### config.mk
export PLATFORM = sky130hd
export DESIGN_NAME = store_queue
export DESIGN_NICKNAME = d
export VERILOG_FILES = /design/src/rtl/sq_pkg.sv /design/src/rtl/sq_ptrs.sv /design/src/rtl/sq_store_array.sv /design/src/rtl/sq_search.sv /design/src/rtl/store_queue.sv
export SDC_FILE = /design/constraint.sdc
export NUM_CORES = 1
export LEC_CHECK = 0
export ABC_AREA = 1
export ABC_CLOCK_PERIOD_IN_PS = 5000
export BUFFER_PORTS_ARGS = -buffer_cell sky130_fd_sc_hd__buf_4
export CAP_MARGIN = 10
export CORE_UTILIZATION = 30
export DETAILED_ROUTE_END_ITERATION = 10
export GPL_ROUTABILITY_DRIVEN = 0
export SLEW_MARGIN = 15
export SYNTH_ARGS = -nofsm -noshare
export SYNTH_HDL_FRONTEND = slang
export SYNTH_SLANG_ARGS = --single-unit
### constraint.sdc
create_clock -name clk -period 5 [get_ports clk]
set_clock_uncertainty 0.05 [all_clocks]
set_input_delay 0.5 -clock clk [delete_from_list [all_inputs] [get_ports clk]]
set_output_delay 0.5 -clock clk [all_outputs]
set_load 0.03 [all_outputs]
### src/rtl/sq_pkg.sv
package sq_pkg;
    localparam int SQ_DEPTH = 8;
    localparam int ADDR_W   = 16;
    localparam int DATA_W   = 16;
    localparam int TAG_W    = 5;
    localparam int PTR_W    = $clog2(SQ_DEPTH);
    localparam int PW       = PTR_W + 1;

    typedef enum logic [1:0] {
        RESP_STALL = 2'd0,
        RESP_DATA  = 2'd1,
        RESP_TAG   = 2'd2,
        RESP_MEM   = 2'd3
    } ld_resp_e;

    typedef struct packed {
        logic [TAG_W-1:0]  tag;
        logic [ADDR_W-1:0] addr;
        logic [DATA_W-1:0] data;
        logic              addr_ok;
        logic              data_ok;
    } sq_entry_t;

    // distance from older pointer b to newer pointer a, wrap bit included
    function automatic logic [PW-1:0] ptr_span(input logic [PW-1:0] a, input logic [PW-1:0] b);
        return a - b;
    endfunction
endpackage

### src/rtl/sq_ptrs.sv
module sq_ptrs
    import sq_pkg::*;
(
    input  logic          clk,
    input  logic          rst,
    input  logic          alloc_req,
    input  logic          commit_req,
    input  logic          cmt_complete,
    input  logic          flush,
    output logic [PW-1:0] head,
    output logic [PW-1:0] cmt,
    output logic [PW-1:0] tail,
    output logic          full,
    output logic          alloc_fire,
    output logic          drain_fire
);
    logic [PW-1:0] live_cnt;
    logic          commit_fire;

    assign live_cnt    = ptr_span(tail, head);
    assign full        = (live_cnt == PW'(SQ_DEPTH));
    assign alloc_fire  = alloc_req && !full && !flush;
    assign commit_fire = commit_req && !flush && (cmt != tail) && cmt_complete;
    assign drain_fire  = (head != cmt);

    always_ff @(posedge clk) begin
        if (rst) begin
            head <= '0;
            cmt  <= '0;
            tail <= '0;
        end else begin
            if (drain_fire)  head <= head + 1'b1;
            if (commit_fire) cmt  <= cmt + 1'b1;
            if (flush)           tail <= cmt;
            else if (alloc_fire) tail <= tail + 1'b1;
        end
    end


    occupancy_bound_chk: assert property (@(posedge clk) disable iff (rst)
        ptr_span(tail, head) <= PW'(SQ_DEPTH));


    commit_order_chk: assert property (@(posedge clk) disable iff (rst)
        ptr_span(cmt, head) <= ptr_span(tail, head));


    full_blocks_alloc_chk: assert property (@(posedge clk) disable iff (rst)
        (full && alloc_req && !flush) |=> $stable(tail));


    flush_empties_chk: assert property (@(posedge clk) disable iff (rst)
        flush |=> (ptr_span(tail, cmt) == '0));
endmodule

### src/rtl/sq_store_array.sv
module sq_store_array
    import sq_pkg::*;
(
    input  logic              clk,
    input  logic              rst,
    input  logic              alloc_fire,
    input  logic [PTR_W-1:0]  alloc_idx,
    input  logic [TAG_W-1:0]  alloc_tag,
    input  logic              addr_we,
    input  logic [PTR_W-1:0]  addr_idx,
    input  logic [ADDR_W-1:0] addr_val,
    input  logic              data_we,
    input  logic [PTR_W-1:0]  data_idx,
    input  logic [DATA_W-1:0] data_val,
    output sq_entry_t         ents [SQ_DEPTH]
);
    for (genvar g = 0; g < SQ_DEPTH; g++) begin : g_slot
        always_ff @(posedge clk) begin
            if (rst) begin
                ents[g] <= '0;
            end else begin
                if (alloc_fire && alloc_idx == PTR_W'(g)) begin
                    ents[g].tag     <= alloc_tag;
                    ents[g].addr_ok <= 1'b0;
                    ents[g].data_ok <= 1'b0;
                end
                if (addr_we && addr_idx == PTR_W'(g)) begin
                    ents[g].addr    <= addr_val;
                    ents[g].addr_ok <= 1'b1;
                end
                if (data_we && data_idx == PTR_W'(g)) begin
                    ents[g].data    <= data_val;
                    ents[g].data_ok <= 1'b1;
                end
            end
        end
    end
endmodule

### src/rtl/sq_search.sv
module sq_search
    import sq_pkg::*;
(
    input  sq_entry_t         ents [SQ_DEPTH],
    input  logic [PW-1:0]     head,
    input  logic [PW-1:0]     tail,
    input  logic              ld_valid,
    input  logic [PW-1:0]     ld_mark,
    input  logic [ADDR_W-1:0] ld_addr,
    output ld_resp_e          resp,
    output logic [DATA_W-1:0] fwd_data,
    output logic [TAG_W-1:0]  fwd_tag
);
    logic [PW-1:0]    older_raw;
    logic [PW-1:0]    older_cnt;
    logic             any_unknown;
    logic             hit;
    logic [PTR_W-1:0] hit_idx;

    // a mark behind the head means every older store already drained
    assign older_raw = ptr_span(ld_mark, head);
    assign older_cnt = (older_raw > ptr_span(tail, head)) ? '0 : older_raw;

    // walk oldest to youngest so the last match kept is the youngest
    always_comb begin
        any_unknown = 1'b0;
        hit         = 1'b0;
        hit_idx     = '0;
        for (int p = 0; p < SQ_DEPTH; p++) begin
            if (PW'(p) < older_cnt) begin
                if (!ents[head[PTR_W-1:0] + PTR_W'(p)].addr_ok) begin
                    any_unknown = 1'b1;
                end else if (ents[head[PTR_W-1:0] + PTR_W'(p)].addr == ld_addr) begin
                    hit     = 1'b1;
                    hit_idx = head[PTR_W-1:0] + PTR_W'(p);
                end
            end
        end
    end

    always_comb begin
        resp     = RESP_MEM;
        fwd_data = '0;
        fwd_tag  = '0;
        if (ld_valid) begin
            if (any_unknown) begin
                resp = RESP_STALL;
            end else if (hit && ents[hit_idx].data_ok) begin
                resp     = RESP_DATA;
                fwd_data = ents[hit_idx].data;
            end else if (hit) begin
                resp    = RESP_TAG;
                fwd_tag = ents[hit_idx].tag;
            end
        end
    end


    fwd_only_on_match_chk: assert final (!(ld_valid && resp == RESP_DATA) || (hit && !any_unknown));
endmodule

### src/rtl/store_queue.sv
module store_queue
    import sq_pkg::*;
(
    input  logic              clk,
    input  logic              rst,
    input  logic              alloc_valid,
    input  logic [TAG_W-1:0]  alloc_tag,
    output logic [PTR_W-1:0]  alloc_slot,
    output logic [PW-1:0]     tail_ptr,
    output logic              full,
    input  logic              addr_we,
    input  logic [PTR_W-1:0]  addr_slot,
    input  logic [ADDR_W-1:0] addr_val,
    input  logic              data_we,
    input  logic [PTR_W-1:0]  data_slot,
    input  logic [DATA_W-1:0] data_val,
    input  logic              ld_valid,
    input  logic [PW-1:0]     ld_mark,
    input  logic [ADDR_W-1:0] ld_addr,
    output logic [1:0]        ld_resp,
    output logic [DATA_W-1:0] ld_data,
    output logic [TAG_W-1:0]  ld_tag,
    input  logic              commit_valid,
    input  logic              flush,
    output logic              mem_wr_en,
    output logic [ADDR_W-1:0] mem_wr_addr,
    output logic [DATA_W-1:0] mem_wr_data
);
    logic [PW-1:0] head, cmt, tail;
    logic          alloc_fire, drain_fire, cmt_complete;
    sq_entry_t     ents [SQ_DEPTH];
    ld_resp_e      resp;

    assign cmt_complete = ents[cmt[PTR_W-1:0]].addr_ok && ents[cmt[PTR_W-1:0]].data_ok;

    sq_ptrs i_ptrs (
        .clk(clk), .rst(rst), .alloc_req(alloc_valid), .commit_req(commit_valid),
        .cmt_complete(cmt_complete), .flush(flush), .head(head), .cmt(cmt),
        .tail(tail), .full(full), .alloc_fire(alloc_fire), .drain_fire(drain_fire)
    );

    sq_store_array i_array (
        .clk(clk), .rst(rst), .alloc_fire(alloc_fire), .alloc_idx(tail[PTR_W-1:0]),
        .alloc_tag(alloc_tag), .addr_we(addr_we), .addr_idx(addr_slot), .addr_val(addr_val),
        .data_we(data_we), .data_idx(data_slot), .data_val(data_val), .ents(ents)
    );

    sq_search i_search (
        .ents(ents), .head(head), .tail(tail), .ld_valid(ld_valid), .ld_mark(ld_mark),
        .ld_addr(ld_addr), .resp(resp), .fwd_data(ld_data), .fwd_tag(ld_tag)
    );

    assign ld_resp    = resp;
    assign alloc_slot = tail[PTR_W-1:0];
    assign tail_ptr   = tail;

    always_ff @(posedge clk) begin
        if (rst) begin
            mem_wr_en   <= 1'b0;
            mem_wr_addr <= '0;
            mem_wr_data <= '0;
        end else begin
            mem_wr_en <= drain_fire;
            if (drain_fire) begin
                mem_wr_addr <= ents[head[PTR_W-1:0]].addr;
                mem_wr_data <= ents[head[PTR_W-1:0]].data;
            end
        end
    end


    drain_complete_chk: assert property (@(posedge clk) disable iff (rst)
        drain_fire |-> (ents[head[PTR_W-1:0]].addr_ok && ents[head[PTR_W-1:0]].data_ok));
endmodule

## Yosys cells after proc, flatten, opt, wreduce, memory -nomap -nowiden

Cells that the tools add are included.
Widths: inputs -> output; s select.

- Output and inout port bits: 64
- Word-level logic and storage cells: 304
- Input bits: 71
- Register bits: 357

- Equality and inequality tests: 32
- Reductions and logical operators: 53
- Order comparisons: 19
- $add $sub $neg: 12
- Multiplexer cells: 132
- Bitwise operators: 10

Operator list:

| kind | count |
|---|---|
| $bmux 39 s3 | 10 |
| $mux 34 | 16 |
| $eq 16x16->1 | 8 |
| $mux 39 | 2 |
| $mux 3 | 24 |
| $mux 1 | 57 |
| $mux 16 | 3 |
| $ge 4x4->1 const B | 10 |
| $not 3->4 | 10 |
| $eq 3x3->1 const B | 12 |
| $reduce_bool 2->1 | 17 |
| $logic_and 1x1->1 | 31 |
| $mux 2 | 13 |
| $mux 5 | 4 |
| $eq 3x2->1 const B | 6 |
| $lt 3x4->1 const A | 4 |
| $add 3x3->3 const B | 4 |
| $add 4x1->4 const B | 3 |
| $mux 4 | 3 |
| $eq 3x1->1 const B | 3 |
| $logic_not 3->1 | 3 |
| $lt 1x4->1 const A | 2 |
| $lt 2x4->1 const A | 2 |
| $ne 4x4->1 | 2 |
| 6 further kinds | 9 |

## Longest topological paths before layout

Gate-level depths: netlist (run 1).

- Depth after elaboration: 37
- Mapped depth: 38
- Depth with buffers taken out: 35

## Modules after synthesis

Synthesis (run 1) repeated with hierarchy kept, for this count alone.

- Cells, all modules: 5000
- Area, all modules: 27553.9 µm²

By module, submodules not included:

| module | area an instance (µm²) | cells each | seq. area each (µm²) | instances |
|---|---|---|---|---|
| sq_store_array | 11682.5 | 1656 | 6246.0 | 1 |
| sq_search | 10636.5 | 2306 | 0.0 | 1 |
| store_queue | 4376.7 | 917 | 660.6 | 1 |
| sq_ptrs | 858.3 | 121 | 240.2 | 1 |

## Worst setup path after synthesis (run 1)

No wires, ideal clock.

- Path kind: flip-flop to output port
- Start: reg i_ptrs.head[1]
- End: out ld_data[3]
- Stages on the path, launching flop included: 34
- Arrival: 4.617 ns
- Path buffers: 5
- Data required time: 4.450 ns
- Setup slack: -0.167 ns
- Path through: dfxtp_1 buf_2 inv_2 clkbuf_1 clkbuf_1 ha_1 nand2_1 o21ai_0 xnor2_1 ha_1 nand2_1 inv_1 o21ai_0 nand2_1 nand2_1 nand2_1 nor2_1 inv_1 o21ai_0 nor4b_1 nand3_1 nand2_1 nand2_1 nand2_2 nand2_2 buf_6 inv_4 buf_2 nand2_1 o21ai_1 nand2_1 nand3_1 nand3_1 nor2_1

- Word-level cells in the longest chain between the ends: 37
- Elaborated cells between the ends (all ways): 131
- Those cells by class: add/sub (9); order compare (9); eq/ne (8); mux (95); bitwise (9); reduce/logical (1)

RTL lines:

| what | line | text |
|---|---|---|
| from (decl) | sq_ptrs.sv:10 | `output logic [PW-1:0] head,` |
| from (signal assigned) | sq_ptrs.sv:32 | `if (drain_fire) head <= head + 1'b1;` |
| branches (longest 35 deep; another with $sub 4x4->4) | - |  |
| $mux 16 (*) | sq_search.sv:46 | `if (any_unknown) begin` |
| $mux 16 (*) | sq_search.sv:45 | `if (ld_valid) begin` |
| to (decl) | store_queue.sv:21 | `output logic [DATA_W-1:0] ld_data,` |

Every way passes the cells marked *. The select of a mux whose other input is x is not followed.

## Final worst setup path (run 1)

- Start: reg i_ptrs.head[0]
- End: out ld_resp[0]

- Word-level cells in the longest chain between the ends: 37
- Elaborated cells between the ends (all ways): 132
- Those cells by class: add/sub (9); order compare (9); eq/ne (8); mux (96); bitwise (9); reduce/logical (1)

RTL lines:

| what | line | text |
|---|---|---|
| branches (longest 35 deep; another with $sub 4x4->4) | - |  |
| $mux 2 (*) | sq_search.sv:46 |  |
| $mux 2 (*) | sq_search.sv:45 |  |
| to (decl) | store_queue.sv:20 | `output logic [1:0] ld_resp,` |

Marks and branches as above.

==> results of run 1 <==
[registers in the layout (all words and copies together) (netlist names)]
name,cells
i_array.ents,312
mem_wr_addr,16
mem_wr_data,16
i_ptrs.cmt,4
i_ptrs.head,4
i_ptrs.tail,4
mem_wr_en,1
[Yosys cell counts, types with 20 or more instances]
library cell / number / area share [%]
nor2_1: 578 / 9.4
clkinv_1: 23 / 0.37
nand2_1: 942 / 15
buf_1: 29 / 0.47
inv_1: 147 / 2.4
o21ai_0: 466 / 10
xor2_1: 37 / 1.4
ha_1: 20 / 1.1
buf_2: 58 / 1.3
dfxtp_1: 357 / 31
a21oi_1: 167 / 3.6
a31oi_1: 25 / 0.68
clkbuf_1: 137 / 2.2
buf_4: 31 / 1.0
o21ai_1: 27 / 0.59
nand3_1: 687 / 15
[timing repair]
item	in CTS	in global routing
cloned	6	4
pin swaps	40	38
setup endpoints to repair	23	23
buffers inserted	11	9
gates resized for setup	130	68
[report_power, final]
part | switching, mW | leakage [nW] | internal [mW]
Clock | 1.41 | 0.674 | 1.81
Combinational | 5.77 | 8.73 | 3.09
Sequential | 0.161 | 2.91 | 3.04
Total | 7.34 | 12.3 | 7.94
[worst register-to-register path: cells and delay by family (launching register included)]
kind | cells | cell delay (ps)
xor gates and xnor gates | 1 | 230
and+or+nand+nor | 5 | 870
buffers and inverters | 3 | 440
AOI/OAI and AO/OA | 4 | 640
adders and majority gates | 1 | 210
DFF | 1 | 370
[layout make-up]
type,instances,area [µm²],share of cell area [%]
Antenna cell,3,7.507,0.02629
Clock buffer,49,1096,3.839
Clock inverter,26,319.1,1.117
Inverter,178,693.2,2.428
Multi-Input combinational cell,3052,14660,51.35
Sequential cell,357,7159,25.07
Tap cell,1030,1289,4.514
Timing Repair Buffer,346,3326,11.65
[worst paths after layout]
check / start / slack (ps) / cells after the start / to
max reg2reg: i_ptrs.head[2] / 2070 / 14 / i_array.ents[308]
min: data_val[4] / 130 / 3 / i_array.ents[162]
min reg2reg: i_array.ents[271] / 400 / 2 / i_array.ents[271]
max: i_ptrs.head[0] / -300 / 32 / ld_resp[0]
[stage by stage]
| stage | power, mW | cell area, µm² | cells | util, % | TNS, ps |
|---|---|---|---|---|---|
| 3_3_place_gp | 11.10 | 25850 | 4934 | 33.97 | -1548 |
| 6_report | 15.28 | 28550 | 5041 | 37.53 | -6098 |
| 2_1_floorplan | 8.214 | 23100 | 3859 | - | 0 |
| 3_5_place_dp | 11.10 | 25850 | 4934 | 33.97 | -2763 |
| 4_1_cts | 14.71 | 28090 | 5026 | 36.93 | -4643 |
| 5_1_grt | 16.09 | 28550 | 5040 | 37.53 | -12200 |
[cell families after synthesis]
family / Yosys count / synth area share (%)
DFF: 357 / 30.98
and+or+nand+nor: 2253 / 40.98
adders and majority gates: 22 / 1.258
muxes: 1 / 0.04339
buffers and inverters: 450 / 8.444
xor gates and xnor gates: 48 / 1.936
AOI/OAI and AO/OA: 728 / 16.36
[per-layer routing]
metal / share of wire (%) / GRT usage, %
met1: 43 / 34.17
met2: 42 / 36.57
met3: 11 / 6.222
met4: 4.0 / 9.017
met5: 0.073 / 0
==> impl_metrics.py, run 1 <==
metrics = {
    "status": {
        "status": "complete, but fails checks",
        "violations": "setup timing",
    },
    "floorplan": {
        "core_area_um2": 76080,
        "dieArea_um2": 78020,
        "core.rowCount": 101,
        "die_h_um": 279.3,
        "io_pins": 135,
        "start_util_pct": 30.33,
        "dieWidth_um": 279.3,
    },
    "clock_tree": {
        "clockBufferDepth": 3,
        "path_clk_slew_ps": 70,
        "cts-htree-levels": 2,
        "root_buffer": "clkbuf_16",
        "cts_hold_buf": 0,
        "cts_tree": "done",
        "cts.sinks": 357,
        "numCtsBuffers": 41,
        "clkLatencyLatePin_ps": 610,
    },
    "timing": {
        "final_max_slew_viol_count": 0,
        "setup_viol": 23,
        "period_minus_slack_ps": 5297,
        "finalHoldWorstSlack_ps": 134.0,
        "worst_slack_ps": -296.6,
        "slew_headroom_pct": 30.73,
        "rsz0062_at_grt": "true",
        "worst_pin_slew_ps": 1033,
        "fmax_ghz": 0.1888,
        "finalHoldViolCount": 0,
        "fin_crit_sh_pct": 105.9,
    },
    "place": {
        "placement.io_buffers": 134,
        "dp_hpwl_mm": 67.36,
        "dp_slack_ps": -184.5,
    },
    "global_route": {
        "grt_pass1_vias": 24120,
        "grt_remaining_overflow": 0,
        "antenna_found_initial": 8,
        "grt_max_degree": 130,
        "grt_pass1_wl_mm": 149.5,
        "grtUsageTotal_pct": 24.66,
    },
    "yosys": {
        "syn_nets": 3952,
        "ys_ff_latch": 357,
        "syn-cell-area_um2": 23070,
        "yosysWarnings": 0,
        "synthFlopType": "dfxtp_1",
        "synth.distinct_cells": 48,
        "synth-edff-count": 0,
        "ys_seq_area_share_pct": 30.98,
        "avgSynthCellArea_um2": 5.979,
        "syn_inst": 3859,
        "async_reset_ff_share_pct": 0,
    },
    "critical_path": {
        "slowest_delay_ps": 410,
        "arrival_ps": 4750,
        "cp_data_required_time_ps": 4450,
        "cp_common_cell": "nand2_1",
        "worstSetupPathType": "flip-flop to output pin",
        "path_max_fanout": 45,
        "crit_buf_inv": 8,
        "start_kind": "flip-flop",
        "cpMaxStageDelayCell": "dfxtp_4",
        "crit_path_end_kind": "output pin",
        "path_delay_family": "simple AND/OR/NAND/NOR gates",
    },
    "detailed_routing": {
        "viasPerCell": 5.379,
        "drc": 0,
        "via_count": 27120,
        "routedWlPerCell_um": 19.82,
        "drt-total-wl_mm": 99.90,
        "antenna_left": 0,
        "dr.pass1.iters": 8,
        "drt_iter0_drc": 3464,
    },
    "job": {
        "maxCapViolCount": 0,
    },
    "layout": {
        "n_fill_cell": 8278,
        "syn_to_final_growth_pct": 23.75,
        "drive_gt1_share_pct": 13.95,
        "nets": 4069,
        "layout_common_cells": "912 x nand2_1, 662 x nand3_1, 555 x nor2_1",
        "final_common_cell": "nand2_1",
    },
    "power": {
        "power_density_nw_per_um2": 535.3,
        "p_leak_nw": 12.31,
        "ir_worst_vdd_uv": 345.8,
    },
    "min_path": {
        "hp-class": "input pin to flip-flop",
    },
}
(Power assumes the default switching activity.)
==> run 2, diff against run 1 <==
--- a/config.mk
+++ b/config.mk
@@ -6,7 +6,7 @@
 export NUM_CORES = 1
 export LEC_CHECK = 0
 export ABC_AREA = 1
-export ABC_CLOCK_PERIOD_IN_PS = 5000
+export ABC_CLOCK_PERIOD_IN_PS = 5200
 export BUFFER_PORTS_ARGS = -buffer_cell sky130_fd_sc_hd__buf_4
 export CAP_MARGIN = 10
 export CORE_UTILIZATION = 30
==> constraint.sdc (replaced) <==
create_clock -name clk -period 5.2 [get_ports clk]
set_clock_uncertainty 0.05 [all_clocks]
set_input_delay 0.52 -clock clk [delete_from_list [all_inputs] [get_ports clk]]
set_output_delay 0.52 -clock clk [all_outputs]
set_load 0.03 [all_outputs]
==> run 2 against run 1 <==
  * The run still ends with setup timing left
  * Final area shrank 1.1%
  * Worst setup slack better by 140 ps
  * Critical path depth is 2 lower
  * Power is 6.6% lower
  * Count of clock-buffer cells in the layout increased by 9
  * Global-route usage about the same
  * Register-to-register slack lost 70 ps
  * Cell count decreased by 1.1%
  * Wire length is 1.2% higher
  * Flip-flop and latch count is the same
  * Critical path type unchanged
  * Critical endpoint is now ld_data[3]
==> impl_metrics.py, run 2 (same netlist as run 1, synthesis figures left out) <==
metrics = {
    "clock_tree": {
        "cts_tree": "done",
        "numCtsBuffers": 41,
        "cts-htree-levels": 2,
        "cts_hold_buf": 0,
        "cts.sinks": 357,
        "path_clk_slew_ps": 60,
        "root_buffer": "clkbuf_16",
        "clockBufferDepth": 3,
        "clkLatencyLatePin_ps": 610,
    },
    "critical_path": {
        "cp_data_required_time_ps": 4630,
        "crit_path_end_kind": "output pin",
        "cpMaxStageDelayCell": "dfxtp_2",
        "cp_common_cell": "nand2_1",
        "path_max_fanout": 6,
        "slowest_delay_ps": 350,
        "worstSetupPathType": "flip-flop to output pin",
        "arrival_ps": 4790,
        "start_kind": "flip-flop",
    },
    "min_path": {
        "hp-class": "input pin to flip-flop",
    },
    "power": {
        "p_leak_nw": 12.20,
        "power_density_nw_per_um2": 505.6,
        "ir_worst_vdd_uv": 380.9,
    },
    "timing": {
        "slew_headroom_pct": 21.22,
        "final_max_slew_viol_count": 0,
        "finalHoldViolCount": 0,
        "period_minus_slack_ps": 5357,
        "worst_slack_ps": -157.0,
        "finalHoldWorstSlack_ps": 149.5,
        "setup_tns_ps": -2246,
        "rsz0062_at_grt": "true",
        "worst_pin_slew_ps": 1174,
        "setup_viol": 22,
        "fmax_ghz": 0.1867,
        "fin_crit_sh_pct": 103.0,
    },
    "place": {
        "place_area_um2": 25380,
        "dp_hpwl_mm": 65.22,
        "dp_slack_ps": -146.1,
        "placement.io_buffers": 134,
    },
    "floorplan": {
        "dieWidth_um": 279.3,
        "io_pins": 135,
        "start_util_pct": 30.33,
        "core.rowCount": 101,
        "dieArea_um2": 78020,
        "core_area_um2": 76080,
        "die_h_um": 279.3,
    },
    "layout": {
        "syn_to_final_growth_pct": 22.39,
        "largest_reg_flops": 312,
        "drive_gt1_share_pct": 12.70,
        "reg_top3": "i_array.ents (312), mem_wr_addr (16), mem_wr_data (16)",
        "final_common_cell": "nand2_1",
        "finish.utilization_pct": 37.12,
        "final_area_um2": 28240,
        "regMostFlops": "i_array.ents",
        "nets": 4016,
        "layout_common_cells": "916 x nand2_1, 653 x nand3_1, 560 x nor2_1",
    },
    "global_route": {
        "grt_pass1_wl_mm": 149.4,
        "grt_remaining_overflow": 0,
        "grt_pass1_vias": 23950,
        "grtUsageTotal_pct": 24.68,
        "grt_max_degree": 138,
        "antenna_found_initial": 6,
    },
    "detailed_routing": {
        "drt-total-wl_mm": 101.1,
        "via_count": 26910,
        "routedWlPerCell_um": 20.28,
        "antenna_left": 0,
        "viasPerCell": 5.399,
        "drt_iter0_drc": 3214,
        "dr.pass1.iters": 8,
        "drc": 0,
    },
    "status": {
        "status": "complete, but fails checks",
        "violations": "setup timing",
    },
    "job": {
        "maxCapViolCount": 0,
    },
}
==> run 2: changes by cell type in the layout (fill, tap and decap cells not counted), moves of 6 or more <==
cell and delta:
nand3_2 +13, buf_4 -59, nand3_1 -9, o21ai_0 -7
clkbuf_1 +6, o21ai_2 +6
==> run 2: metrics by stage <==
stage | power (mW) | cells
2_1_floorplan | 7.897 | 3859
3_3_place_gp | 10.34 | 4870
3_5_place_dp | 10.35 | 4870
4_1_cts | 13.85 | 4969
5_1_grt | 15.02 | 4984
6_report | 14.28 | 4984
==> run 2: worst paths after layout <==
check	from	endpoint	slack (ps)	cells past startpoint
max	i_ptrs.tail[0]	ld_data[3]	-160	30
min	data_val[1]	i_array.ents[42]	150	3
max reg2reg	i_ptrs.tail[0]	i_array.ents[115]	2000	17
min reg2reg	i_array.ents[115]	i_array.ents[115]	390	2
==> run 2: critical path: cells and delay by family, from the launching register on <==
family / cells / cell delay (ps)
and+or+nand+nor: 18 / 2120
buffers and inverters: 7 / 680
DFF: 1 / 350
xor gates and xnor gates: 1 / 160
AOI/OAI and AO/OA: 1 / 60
adders and majority gates: 3 / 790
==> run 2: cell type report <==
type / count / area (µm²)
timing repair buffer: 292 / 2997
tap: 1030 / 1289
multi-input combinational: 3053 / 14640
inverter: 178 / 705.7
clock inverter: 15 / 284.0
antenna: 1 / 2.502
clock buffer: 58 / 1160
sequential: 357 / 7159
fill: 8242 / 47840
==> run 2: repair_timing <==
action,4_1_cts,5_1_grt
cloned,5,10
endpoints found under the hold margin,0,0
pin swaps,39,42
setup buffers,21,4
endpoints found under the setup margin,23,23
resized for setup,115,101
==> run 2: per-layer routing <==
| layer | part of all wire (%) | GRT usage, % | vias to the layer above | routed length (µm) |
|---|---|---|---|---|
| li1 | - | - | 12910 | - |
| met1 | 43 | 34.33 | 12300 | 43710 |
| met2 | 42 | 36.97 | 1420 | 42720 |
| met3 | 9.4 | 3.895 | 273 | 9519 |
| met4 | 5.0 | 11.78 | 10 | 5068 |
| met5 | 0.066 | 0 | - | 67 |
==> run 2: where the power goes <==
part	internal [mW]	switching [mW]	leakage (nW)	total, mW
registers	2.93	0.144	2.91	3.07
logic	2.60	5.47	8.60	8.07
clock network	1.83	1.31	0.692	3.13
total	7.36	6.92	12.2	14.3
